==> src/rtl/blk_xfer_seq.sv <==
module blk_xfer_seq #(
  parameter int CNT_W    = 16,
  parameter int CODE_W   = 4,
  parameter int MAX_CODE = 11,
  parameter int DATA_W   = 16
) (
  input  logic              clk,
  input  logic              rst_n,
  input  logic              reg_wr,
  input  logic [1:0]        reg_addr,
  input  logic [DATA_W-1:0] reg_wdata,
  output logic [DATA_W-1:0] reg_rdata,
  input  logic              cmd_start,
  input  logic              cmd_multi,
  input  logic              cmd_stream,
  input  logic              byte_stb,
  input  logic              stop_stb,
  output logic              end_blk,
  output logic              cmd_done,
  output logic              irq,
  output logic              busy,
  output logic              size_err
);
  localparam int BYTE_W = (MAX_CODE > 0) ? MAX_CODE : 1;

  typedef enum logic [1:0] {IDLE, BLK, STRM} mode_t;

  mode_t             mode;
  logic [CODE_W-1:0] size_code;
  logic [CNT_W-1:0]  blk_cnt;
  logic [BYTE_W-1:0] byte_cnt;
  logic              is_multi;

  wire               wr_size  = reg_wr && reg_addr == 2'd0 && mode == IDLE;
  wire               wr_cnt   = reg_wr && reg_addr == 2'd1 && mode == IDLE;
  wire               irq_clr  = reg_wr && reg_addr == 2'd2 && reg_wdata[0];
  wire [BYTE_W-1:0]  last_idx = ~({BYTE_W{1'b1}} << size_code);
  wire               blk_last = byte_stb && byte_cnt == last_idx;

  assign size_err = size_code > CODE_W'(MAX_CODE);
  assign busy     = mode != IDLE;

  always_comb begin
    case (reg_addr)
      2'd0:    reg_rdata = DATA_W'(size_code);
      2'd1:    reg_rdata = DATA_W'(blk_cnt);
      2'd2:    reg_rdata = DATA_W'({busy, size_err, irq});
      default: reg_rdata = '0;
    endcase
  end

  always_ff @(posedge clk) begin
    if (!rst_n) begin
      mode      <= IDLE;
      size_code <= '0;
      blk_cnt   <= '0;
      byte_cnt  <= '0;
      is_multi  <= 1'b0;
      end_blk   <= 1'b0;
      cmd_done  <= 1'b0;
      irq       <= 1'b0;
    end else begin
      end_blk  <= 1'b0;
      cmd_done <= 1'b0;
      if (irq_clr) irq <= 1'b0;
      if (wr_size) size_code <= reg_wdata[CODE_W-1:0];
      if (wr_cnt)  blk_cnt   <= reg_wdata[CNT_W-1:0];
      case (mode)
        IDLE: if (cmd_start) begin
          if (cmd_stream) begin
            mode <= STRM;
          end else if (!size_err) begin
            if (cmd_multi && blk_cnt == '0) begin
              cmd_done <= 1'b1;
              irq      <= 1'b1;
            end else begin
              mode     <= BLK;
              is_multi <= cmd_multi;
              byte_cnt <= '0;
            end
          end
        end
        BLK: if (stop_stb) begin
          mode <= IDLE;
        end else if (byte_stb) begin
          if (blk_last) begin
            byte_cnt <= '0;
            end_blk  <= 1'b1;
            if (is_multi) blk_cnt <= blk_cnt - CNT_W'(1);
            if (!is_multi || blk_cnt == CNT_W'(1)) begin
              mode     <= IDLE;
              cmd_done <= 1'b1;
              irq      <= 1'b1;
            end
          end else begin
            byte_cnt <= byte_cnt + BYTE_W'(1);
          end
        end
        STRM: if (stop_stb) begin
          mode     <= IDLE;
          cmd_done <= 1'b1;
        end
        default: mode <= IDLE;
      endcase
    end
  end

  AST_BLKEND_ONLY_IN_BLOCK: assert property (@(posedge clk) disable iff (!rst_n)
    end_blk |-> $past(mode == BLK));
  AST_RESERVED_REFUSED: assert property (@(posedge clk) disable iff (!rst_n)
    (mode == IDLE && cmd_start && !cmd_stream && size_err) |=> (mode == IDLE && !cmd_done));
  AST_COUNT_STEP: assert property (@(posedge clk) disable iff (!rst_n)
    (mode == BLK && is_multi && blk_last && !stop_stb) |=> (blk_cnt == $past(blk_cnt) - CNT_W'(1)));
  AST_IRQ_WITH_DONE: assert property (@(posedge clk) disable iff (!rst_n)
    $rose(irq) |-> cmd_done);
  AST_ABORT_QUIET: assert property (@(posedge clk) disable iff (!rst_n)
    (mode == BLK && stop_stb) |=> (!cmd_done && !end_blk && mode == IDLE));
  AST_SIZE_HELD_BUSY: assert property (@(posedge clk) disable iff (!rst_n)
    (mode != IDLE) |=> $stable(size_code));
endmodule

==> config.mk <==
export PLATFORM = sky130hd
export DESIGN_NAME = blk_xfer_seq
export DESIGN_NICKNAME = d
export VERILOG_FILES = /design/src/rtl/blk_xfer_seq.sv
export SDC_FILE = /design/constraint.sdc
export NUM_CORES = 1
export LEC_CHECK = 0
export CELL_PAD_IN_SITES_DETAIL_PLACEMENT = 2
export CELL_PAD_IN_SITES_GLOBAL_PLACEMENT = 2
export CORE_UTILIZATION = 31
export CTS_BUF_LIST = sky130_fd_sc_hd__clkbuf_4 sky130_fd_sc_hd__clkbuf_8
export DETAILED_ROUTE_END_ITERATION = 12
export GPL_TIMING_DRIVEN = 0
export PLACE_DENSITY = 0.85
export RECOVER_POWER = 100
export SLEW_MARGIN = 5
export SYNTH_ARGS = -nofsm -noshare
export SYNTH_HDL_FRONTEND = slang
export SYNTH_SLANG_ARGS = --single-unit
==> constraint.sdc <==
create_clock -name clk -period 3.05 [get_ports clk]
set_clock_uncertainty 0.15 [all_clocks]
set_input_delay 0.4575 -clock clk [delete_from_list [all_inputs] [get_ports clk]]
set_output_delay 0.4575 -clock clk [all_outputs]
set_load 0.02 [all_outputs]
Word-level counts from Yosys, hierarchy flattened

Cells that the tools add are included.

Flip-flop bits (word level): 37
Bits of input ports: 26
Output and inout port bits: 21
Word-level logic and storage cells: 102

Add/subtract/negate cells: 2
Magnitude comparators: 1
Eq/ne operators: 18
Shift operators: 1
Muxes and demuxes: 46
Bitwise operators: 7
Reduce and logical (&&, ||, !) cells: 19

Operators with widths:

| cell                  | number |
|---|---|
| $mux 16               | 6 |
| $mux 11               | 7 |
| $pmux 16 s3           | 1 |
| $pmux 11 s2           | 1 |
| $mux 1                | 19 |
| $mux 2                | 9 |
| $eq 16x1->1 const B   | 1 |
| $logic_not 16->1      | 1 |
| $sub 16x1->16 const B | 1 |
| $ne 3x3->1 const B    | 5 |
| $ne 2x2->1 const B    | 7 |
| $reduce_and 7->1      | 2 |
| $add 11x1->11 const B | 1 |
| $eq 11x11->1          | 1 |
| $not 11->11           | 1 |
| $shl 11x4->11 const A | 1 |
| $logic_and 1x1->1     | 8 |
| $not 1->1             | 6 |
| $pmux 2 s3            | 1 |
| $reduce_and 5->1      | 1 |
| $eq 2x1->1 const B    | 2 |
| $eq 2x2->1 const B    | 2 |
| $gt 4x4->1 const B    | 1 |
| $logic_not 2->1       | 2 |
| 6 further kinds       | 7 |

Depth between registers and ports, before layout

Gate-level depths: netlist of the first run.

Depth in word-level cells: 9
Gate-level depth with buffers: 10

Worst setup path before layout of the first run

OpenSTA, ideal clock, no wires.

Path type: flip-flop to flip-flop
From: register size_code[3]
To: register blk_cnt[0]
Library setup time: 71 ps
Data arrival time: 2,265 ps
Data required time: 2,829 ps
Slack: 564 ps
Stages on the path, launching flop included: 10
Clock period less this slack: 2,486 ps
Cell sequence: dfxtp_1 buf_4 buf_6 nor2b_1 a221o_1 a22o_1 buf_6 nor4_4 mux2_2 a21oi_1

Longest elaborated chain between the ends: 8

Ends and longest elaborated chain:

| element                | line | text |
|---|---|---|
| from (decl)            | 29   | `logic [CODE_W-1:0] size_code;` |
| from (signal assigned) | 66   | `if (wr_size) size_code <= reg_wdata[CODE_W-1:0];` |
| $shl 11x4->11          | 37   | `wire [BYTE_W-1:0] last_idx = ~({BYTE_W{1'b1}} << size_code);` |
| $not 11->11            | 37   |  |
| $eq 11x11->1           | 38   | `wire blk_last = byte_stb && byte_cnt == last_idx;` |
| $logic_and 1x1->1      | 38   |  |
| $mux 16                | 86   | `if (blk_last) begin` |
| $mux 16                | 85   | `end else if (byte_stb) begin` |
| $mux 16                | 83   | `BLK: if (stop_stb) begin` |
| $mux 16                | 68   | `case (mode)` |
| to (signal assigned)   | 67   | `if (wr_cnt) blk_cnt <= reg_wdata[CNT_W-1:0];` |
| to (signal assigned)   | 89   | `if (is_multi) blk_cnt <= blk_cnt - CNT_W'(1);` |
| to (decl)              | 30   | `logic [CNT_W-1:0] blk_cnt;` |

No other way between the ends.
A chain may end at the register's enable or synchronous reset.

Worst setup path after layout of the first run

From: input reg_addr[1]
To: output reg_rdata[7]

Longest elaborated chain between the ends: 2
Elaborated cells on any way between the ends: 4
Classes of those cells: 2 x eq/ne; 1 x mux; 1 x reduce/logical

Ends and longest elaborated chain:

| element                                  | line | text |
|---|---|---|
| from (decl)                              | 10   | `input logic [1:0] reg_addr,` |
| $eq 2x2->1, or another cell as far along | 44   | `case (reg_addr)` |
| $pmux 16 s3 (*)                          | 44   |  |
| to (decl)                                | 12   | `output logic [DATA_W-1:0] reg_rdata,` |

Mark *: on every way between the ends. The rest lies on a longest branch, timed or not.

==> results.json, run 1 <==
{
  "pwr_density_cell_nw_per_um2": 365,
  "fillCellCount": 925,
  "min_path_cells": 2,
  "dp_hpwl_mm": 7.05,
  "use_met3_pct": 3.37,
  "final_antenna_net_count": 0,
  "netlist_instances": 321,
  "async_reset_ff_share_pct": 0,
  "worst_hold_startpoint": "blk_cnt[12]",
  "final_number_of_hold_violating_endpoints": 0,
  "initial_core_util_pct": 32.4,
  "num_vias": 2714,
  "row_count": 32,
  "cts.hold.buffers_added": 0,
  "netlist-cell-type-count": 65,
  "synth.top_cells.by_area": "dfxtp_1, nand2_1, and2_1",
  "synthesis.area_um2": 2550,
  "die_w_um": 92.6,
  "core_region_area_um2": 7850,
  "yosys.area.top_type": "dfxtp_1",
  "detail_route.iter0.violations": 106,
  "cp_top_family": "buffers and inverters",
  "worst_max_slew_pin_slew_ns": 1.24,
  "seq_area_frac_synth_pct": 29.1,
  "wl_mm": 9.33,
  "clockRootBuffer": "clkbuf_8",
  "hold_class": "reg -> reg",
  "crit_path_time_final_ns": 2.90,
  "buffer_ports.inserted": 45,
  "static-leakage-power_uw": 0.00115,
  "cpPeakStageDelay_ns": 0.61,
  "cts-root-to-sink-buffers": 2,
  "finalSetupViolCount": 0,
  "dieArea_um2": 8580,
  "crit-reg2reg-launch": "blk_cnt[2]",
  "setup.worst_path.class": "in -> out",
  "clkLatencyLatePin_ns": 0.30,
  "critical_path_cell_sequence": "clkdlybuf4s50_1 > nor2b_2 > clkbuf_2 > and2_0 > clkdlybuf4s50_1",
  "die-height_um": 92.6,
  "max_clock_freq_mhz": 345,
  "globalRouteTotalUtil_pct": 22.8,
  "grt_max_degree": 12,
  "min_period_over_period_pct": 95.2,
  "critical_path_buf_inv_count": 3,
  "max_h_tree_level": 2,
  "cts_tree": "done",
  "ys.flop_type": "dfxtp_1",
  "cts.reportedPaths.clkPinSlew_ns": 0.08,
  "multiInputGateArea_um2": 1650,
  "grt-busiest-layer": "met2",
  "nets": 403,
  "clock_sinks": 37,
  "status": "complete, no violations",
  "synth_edf_count": 0,
  "numCtsBuffers": 5,
  "crit_path_end_kind": "output pin",
  "startpoint_type": "input pin",
  "drt-vias-per-instance": 5.70,
  "cpMostUsedCell": "clkdlybuf4s50_1",
  "avgSynthCellArea_um2": 7.93,
  "rr_endpoint": "byte_cnt[10]",
  "detail_route.first_pass.iterations": 4,
  "worstPathRequired_ns": 2.44,
  "grt_overflow": 0,
  "regArea_um2": 741,
  "rr_worst_depth": 7,
  "cp.arrival_ns": 2.29,
  "max-slew-margin-rel_pct": 16.3,
  "final_layout_size_suffix_gt1_share_pct": 9.36,
  "ioPinCount": 47,
  "syn-num-nets": 351,
  "globalplace.congestion": 0.776,
  "first_global_vias": 2918,
  "flow.area_growth_from_synthesis_pct": 27.0,
  "grt_first_pass_wirelength_mm": 15.2,
  "synth_seq_cells": 37,
  "timing.hold.worst_endpoint": "blk_cnt[12]",
  "yosys_warn_count": 0,
  "wl_per_cell_um": 19.6,
  "yosys.area.top_type_share_pct": 29.1,
  "hold_slack_ns": 0.396,
  "globalRouteMet2Util_pct": 41.6,
  "worst_ir_drop_vdd_mv": 0.189,
  "cap_violations": 0,
  "detailed_route_drc_error_count": 0,
  "initial_antenna_violation_count": 0,
  "worstPathMaxFanout": 10,
  "finalMaxSlewViolations": 0,
  "rsz_0062_raised_after_global_routing": "false",
  "timing.reg2reg.setup_slack_ns": 0.25,
  "met1_usage_pct": 27.8,
  "fin_tns_setup_ns": 0,
  "antenna_diode_instance_count": 0,
  "launch_point_of_the_worst_path": "reg_addr[1]",
  "cpMaxStageDelayCell": "clkdlybuf4s50_1"
}
-- layout make-up --
cell class | instances | share of cell area, %
Multi-Input combinational cell | 252 | 51.1
Timing Repair Buffer | 45 | 13.9
Inverter | 11 | 1.28
Sequential cell | 37 | 22.9
Clock buffer | 7 | 2.98
Clock inverter | 1 | 0.155
Tap cell | 102 | 3.95
Buffer | 21 | 3.71
-- cell usage after synthesis, drive strengths merged (2+ instances only) --
cell type / instances
nor3: 8
a211oi: 2
nand2b: 6
mux2i: 10
nand3: 15
nor2: 24
dfxtp: 37
o2bb2ai: 4
nor2b: 3
a32o: 3
inv: 10
clkbuf: 11
buf: 10
or2: 4
xnor2: 6
and2: 19
nand2: 33
nand4: 2
nor4b: 3
o31ai: 5
nor4: 7
o21ai: 13
a21oi: 9
o22ai: 4
ha: 4
o21a: 3
nand4b: 4
or4: 3
a31oi: 9
and3: 7
o211ai: 4
nor3b: 4
xor2: 2
a31o: 3
a32oi: 5
o311a: 3
o311ai: 2
nand3b: 3
-- worst min-delay path, cell delays in order, from the launching register on --
cell and delay, ns:
dfxtp_1 0.35, nand3_1 0.08, o22ai_1 0.07
-- where the power goes --
group	leakage [µW]	total (µW)	internal, µW	switching, µW
registers	0.000300	512	497	15.7
clock network	0.0000542	406	205	201
logic	0.000800	261	107	154
-- worst max path at each step --
stage / endpoint / slack [ns] / cells after the start
finish: reg_rdata[7] / 0.15 / 5
global route: reg_rdata[11] / 0.008 / 5
CTS: reg_rdata[7] / 0.05 / 5
detailed placement: byte_cnt[5] / -0.08 / 7
global placement: reg_rdata[6] / -0.02 / 5
floorplan: blk_cnt[0] / 0.56 / 9
-- cells by family (layout without fill, tap and decap cells) --
kind of cell	Yosys count	count (layout)	share of synthesized area, %
AND/OR/NAND/NOR	150	150	32.6
AO/OA/AOI/OAI	79	79	22.9
XOR/XNOR	8	8	2.75
buffers and inverters	32	85	6.29
flip-flops	37	37	29.1
multiplexers	11	11	4.37
adder cells (fa/ha/maj)	4	4	1.97
-- sequential cells by signal (all words and copies together), names as in the netlist --
name,flops
byte_cnt,11
blk_cnt,16
irq,1
size_code,4
is_multi,1
cmd_done,1
mode,2
end_blk,1
-- metal layers --
layer / share of wire [%] / up-vias
met4: 1.5 / 0
met1: 44 / 1358
met3: 3.2 / 12
met5: 0 / -
li1: - / 1291
met2: 51 / 53
-- metrics by stage --
stage	cell area [µm²]	instances	utilization, %	power, µW	setup slack (ns)
6_report	3230	476	41.2	1180	0.148
2_1_floorplan	2550	321	-	675	0.564
4_1_cts	3230	476	41.1	1190	0.0454
3_5_place_dp	3120	468	39.8	782	-0.0789
3_3_place_gp	3120	468	39.8	774	-0.0168
5_1_grt	3230	476	41.2	1230	0.00780
-- cell usage in the layout (no fill, tap or decap), drive strengths merged, types with 3 or more instances in the layout --
cell type / netlist / routed
o31ai: 5 / 5
nand2: 33 / 33
and3: 7 / 7
o21ai: 13 / 13
nand3b: 3 / 3
dfxtp: 37 / 37
a32o: 3 / 3
a21oi: 9 / 9
a31oi: 9 / 9
a32oi: 5 / 5
nor4b: 3 / 3
inv: 10 / 10
nand3: 15 / 15
buf: 10 / 9
o311a: 3 / 3
o2bb2ai: 4 / 4
dlygate4sd3: 0 / 9
nor4: 7 / 7
ha: 4 / 4
nor2: 24 / 24
clkdlybuf4s50: 0 / 36
nand4b: 4 / 4
nor3b: 4 / 4
o211ai: 4 / 4
and2: 19 / 19
clkbuf: 11 / 19
or4: 3 / 3
or2: 4 / 4
nand2b: 6 / 6
o22ai: 4 / 4
xnor2: 6 / 6
a31o: 3 / 3
nor2b: 3 / 3
nor3: 8 / 8
o21a: 3 / 3
mux2i: 10 / 10
-- repair_timing --
action                     in CTS  in global routing
gates cloned                    0                  0
pin swaps                       0                  1
setup endpoints to repair      10                 20
buffers inserted                0                  0
gates resized for setup         1                  2
Power figures use the tool's default switching activity.
==> run 2: changes to the inputs <==
- CORE_UTILIZATION: 31 -> 34
- DONT_BUFFER_PORTS: default -> 1
- PLACE_DENSITY: 0.85 -> 0.78
==> run 2 against run 1 <==
Effect of this change:
- worst hold slack got worse by 0.24 ns
- clock power is 8.6% lower
- sequential share of layout area increased by 3.8 points
- sequential power barely moved
- total power decreased by 7.4%
- setup slack better by 0.13 ns
- final area shrank 14%
- die area is 8.6% lower
- cell count is 9.7% lower
- largest cell class unchanged
- routed wire length shrank 7.5%
- critical endpoint is now blk_cnt[15]
==> results.json, run 2 (synthesis results as in run 1) <==
{
  "worstPathMaxFanout": 10,
  "dieArea_um2": 7840,
  "detailed_route_drc_error_count": 0,
  "worst_max_slew_pin_slew_ns": 1.13,
  "cts-root-to-sink-buffers": 2,
  "final_antenna_net_count": 0,
  "static-leakage-power_uw": 0.000949,
  "clkLatencyLatePin_ns": 0.29,
  "num_vias": 2489,
  "final_number_of_hold_violating_endpoints": 0,
  "ioPinCount": 47,
  "detail_route.first_pass.iterations": 4,
  "wl_per_cell_um": 20.1,
  "fin_tns_setup_ns": 0,
  "wl_mm": 8.64,
  "cts_tree": "done",
  "detail_route.iter0.violations": 62,
  "grt_first_pass_wirelength_mm": 13.4,
  "initial_core_util_pct": 35.1,
  "max_h_tree_level": 2,
  "post-place-cells": 420,
  "timing.reg2reg.setup_slack_ns": 0.27,
  "die-height_um": 88.5,
  "most_frequent_standard_cell_in_the_layout_excluding_fill_and_tap_cells": "dfxtp_1",
  "finalSetupViolCount": 0,
  "top_register": "blk_cnt",
  "biggest_regs": "blk_cnt: 16 flops, byte_cnt: 11 flops, size_code: 4 flops",
  "cts.hold.buffers_added": 0,
  "worst_ir_drop_vdd_mv": 0.139,
  "min_period_over_period_pct": 91.0,
  "max-slew-margin-rel_pct": 23.9,
  "dp_hpwl_mm": 6.57,
  "max_clock_freq_mhz": 360,
  "pwr_density_cell_nw_per_um2": 394,
  "cp.arrival_ns": 2.84,
  "crit_path_time_final_ns": 2.78,
  "final_layout_size_suffix_gt1_share_pct": 9.97,
  "clockRootBuffer": "clkbuf_8",
  "cts.reportedPaths.clkPinSlew_ns": 0.08,
  "drt-vias-per-instance": 5.79,
  "first_global_vias": 2622,
  "globalRouteTotalUtil_pct": 22.6,
  "initial_antenna_violation_count": 0,
  "core_region_area_um2": 7250,
  "row_count": 31,
  "grt_max_degree": 11,
  "buffer_ports.inserted": 0,
  "die_w_um": 88.5,
  "crit_path_end_kind": "flop",
  "nets": 361,
  "largest_register_ff_count": 16,
  "setup.worst_path.class": "reg -> reg",
  "worstPathRequired_ns": 3.12,
  "clock_sinks": 37,
  "layout.cells.most_common_list": "dfxtp_1, nand2_1, nor2_1, nand3_1, and2_0",
  "finalMaxSlewViolations": 0,
  "startpoint_type": "flop",
  "layout.cells.non_filler": 430,
  "flow.area_growth_from_synthesis_pct": 8.94,
  "globalplace.congestion": 0.738,
  "status": "complete, no violations",
  "grt_overflow": 0,
  "rsz_0062_raised_after_global_routing": "false",
  "antenna_diode_instance_count": 0,
  "cap_violations": 0,
  "hold_class": "in -> reg",
  "numCtsBuffers": 5
}
[run 2: cell count changes in the layout (fill, tap and decap cells not counted), sizes merged]
cell	change
buf	+1
clkdlybuf4s50	-36
clkbuf	+2
clkinv	-1
dlygate4sd3	-9
[run 2: power breakdown]
part / total (µW) / switching, µW / internal (µW)
clock: 371 / 182 / 189
combinational: 207 / 136 / 70.6
sequential: 515 / 18.0 / 497
total: 1090 / 336 / 756
[run 2: what timing repair did]
item	CTS	global route
endpoints found under the hold margin	0	0
resized for setup	0	1
setup endpoints to repair	0	20
setup buffers	0	3
[run 2: worst max-delay path: stages, from the launching register on]
cell and delay (ns):
dfxtp_1 0.32, buf_4 0.17, or2_2 0.33, o31ai_2 0.26, o311ai_2 0.25, nor4_4 0.32
clkbuf_1 0.40, buf_6 0.22, nand4b_1 0.10, a31oi_1 0.19
[run 2: worst paths after layout]
path                            depth (start not counted)           to    startpoint
worst min register to register                          2  blk_cnt[12]   blk_cnt[12]
worst max-delay path                                    9  blk_cnt[15]  size_code[3]
worst min-delay path                                    2   blk_cnt[0]  reg_wdata[0]
worst max register to register                          9  blk_cnt[15]  size_code[3]
[run 2: through the flow]
step | utilization (%) | hold WS [ns] | worst slack [ns] | area, µm² | total power (µW)
CTS | 38.1 | 0.150 | 0.0944 | 2760 | 1100
detailed placement | 36.8 | 0.394 | 0.0952 | 2670 | 730
finish | 38.2 | 0.158 | 0.273 | 2770 | 1090
global placement | 36.8 | 0.372 | 0.108 | 2670 | 725
floorplan | - | 0.337 | 0.564 | 2550 | 675
global route | 38.2 | 0.152 | 0.0692 | 2770 | 1130
[run 2: cell type report]
| cell class | count | area (µm²) |
|---|---|---|
| Multi-Input combinational cell | 252 | 1650 |
| Fill cell | 863 | 4480 |
| Inverter | 11 | 41.3 |
| Buffer | 21 | 113 |
| Clock buffer | 7 | 90.1 |
| Tap cell | 99 | 124 |
| Sequential cell | 37 | 741 |
| Timing Repair Buffer | 3 | 15.0 |
[run 2: routing by layer]
metal / vias to the layer above / global-route usage [%] / part of all wire, %
li1: 1200 / - / -
met1: 1240 / 27.1 / 45
met2: 39 / 40.3 / 50
met3: 10 / 4.94 / 3.5
met4: 0 / 6.60 / 1.7
met5: - / 0 / 0
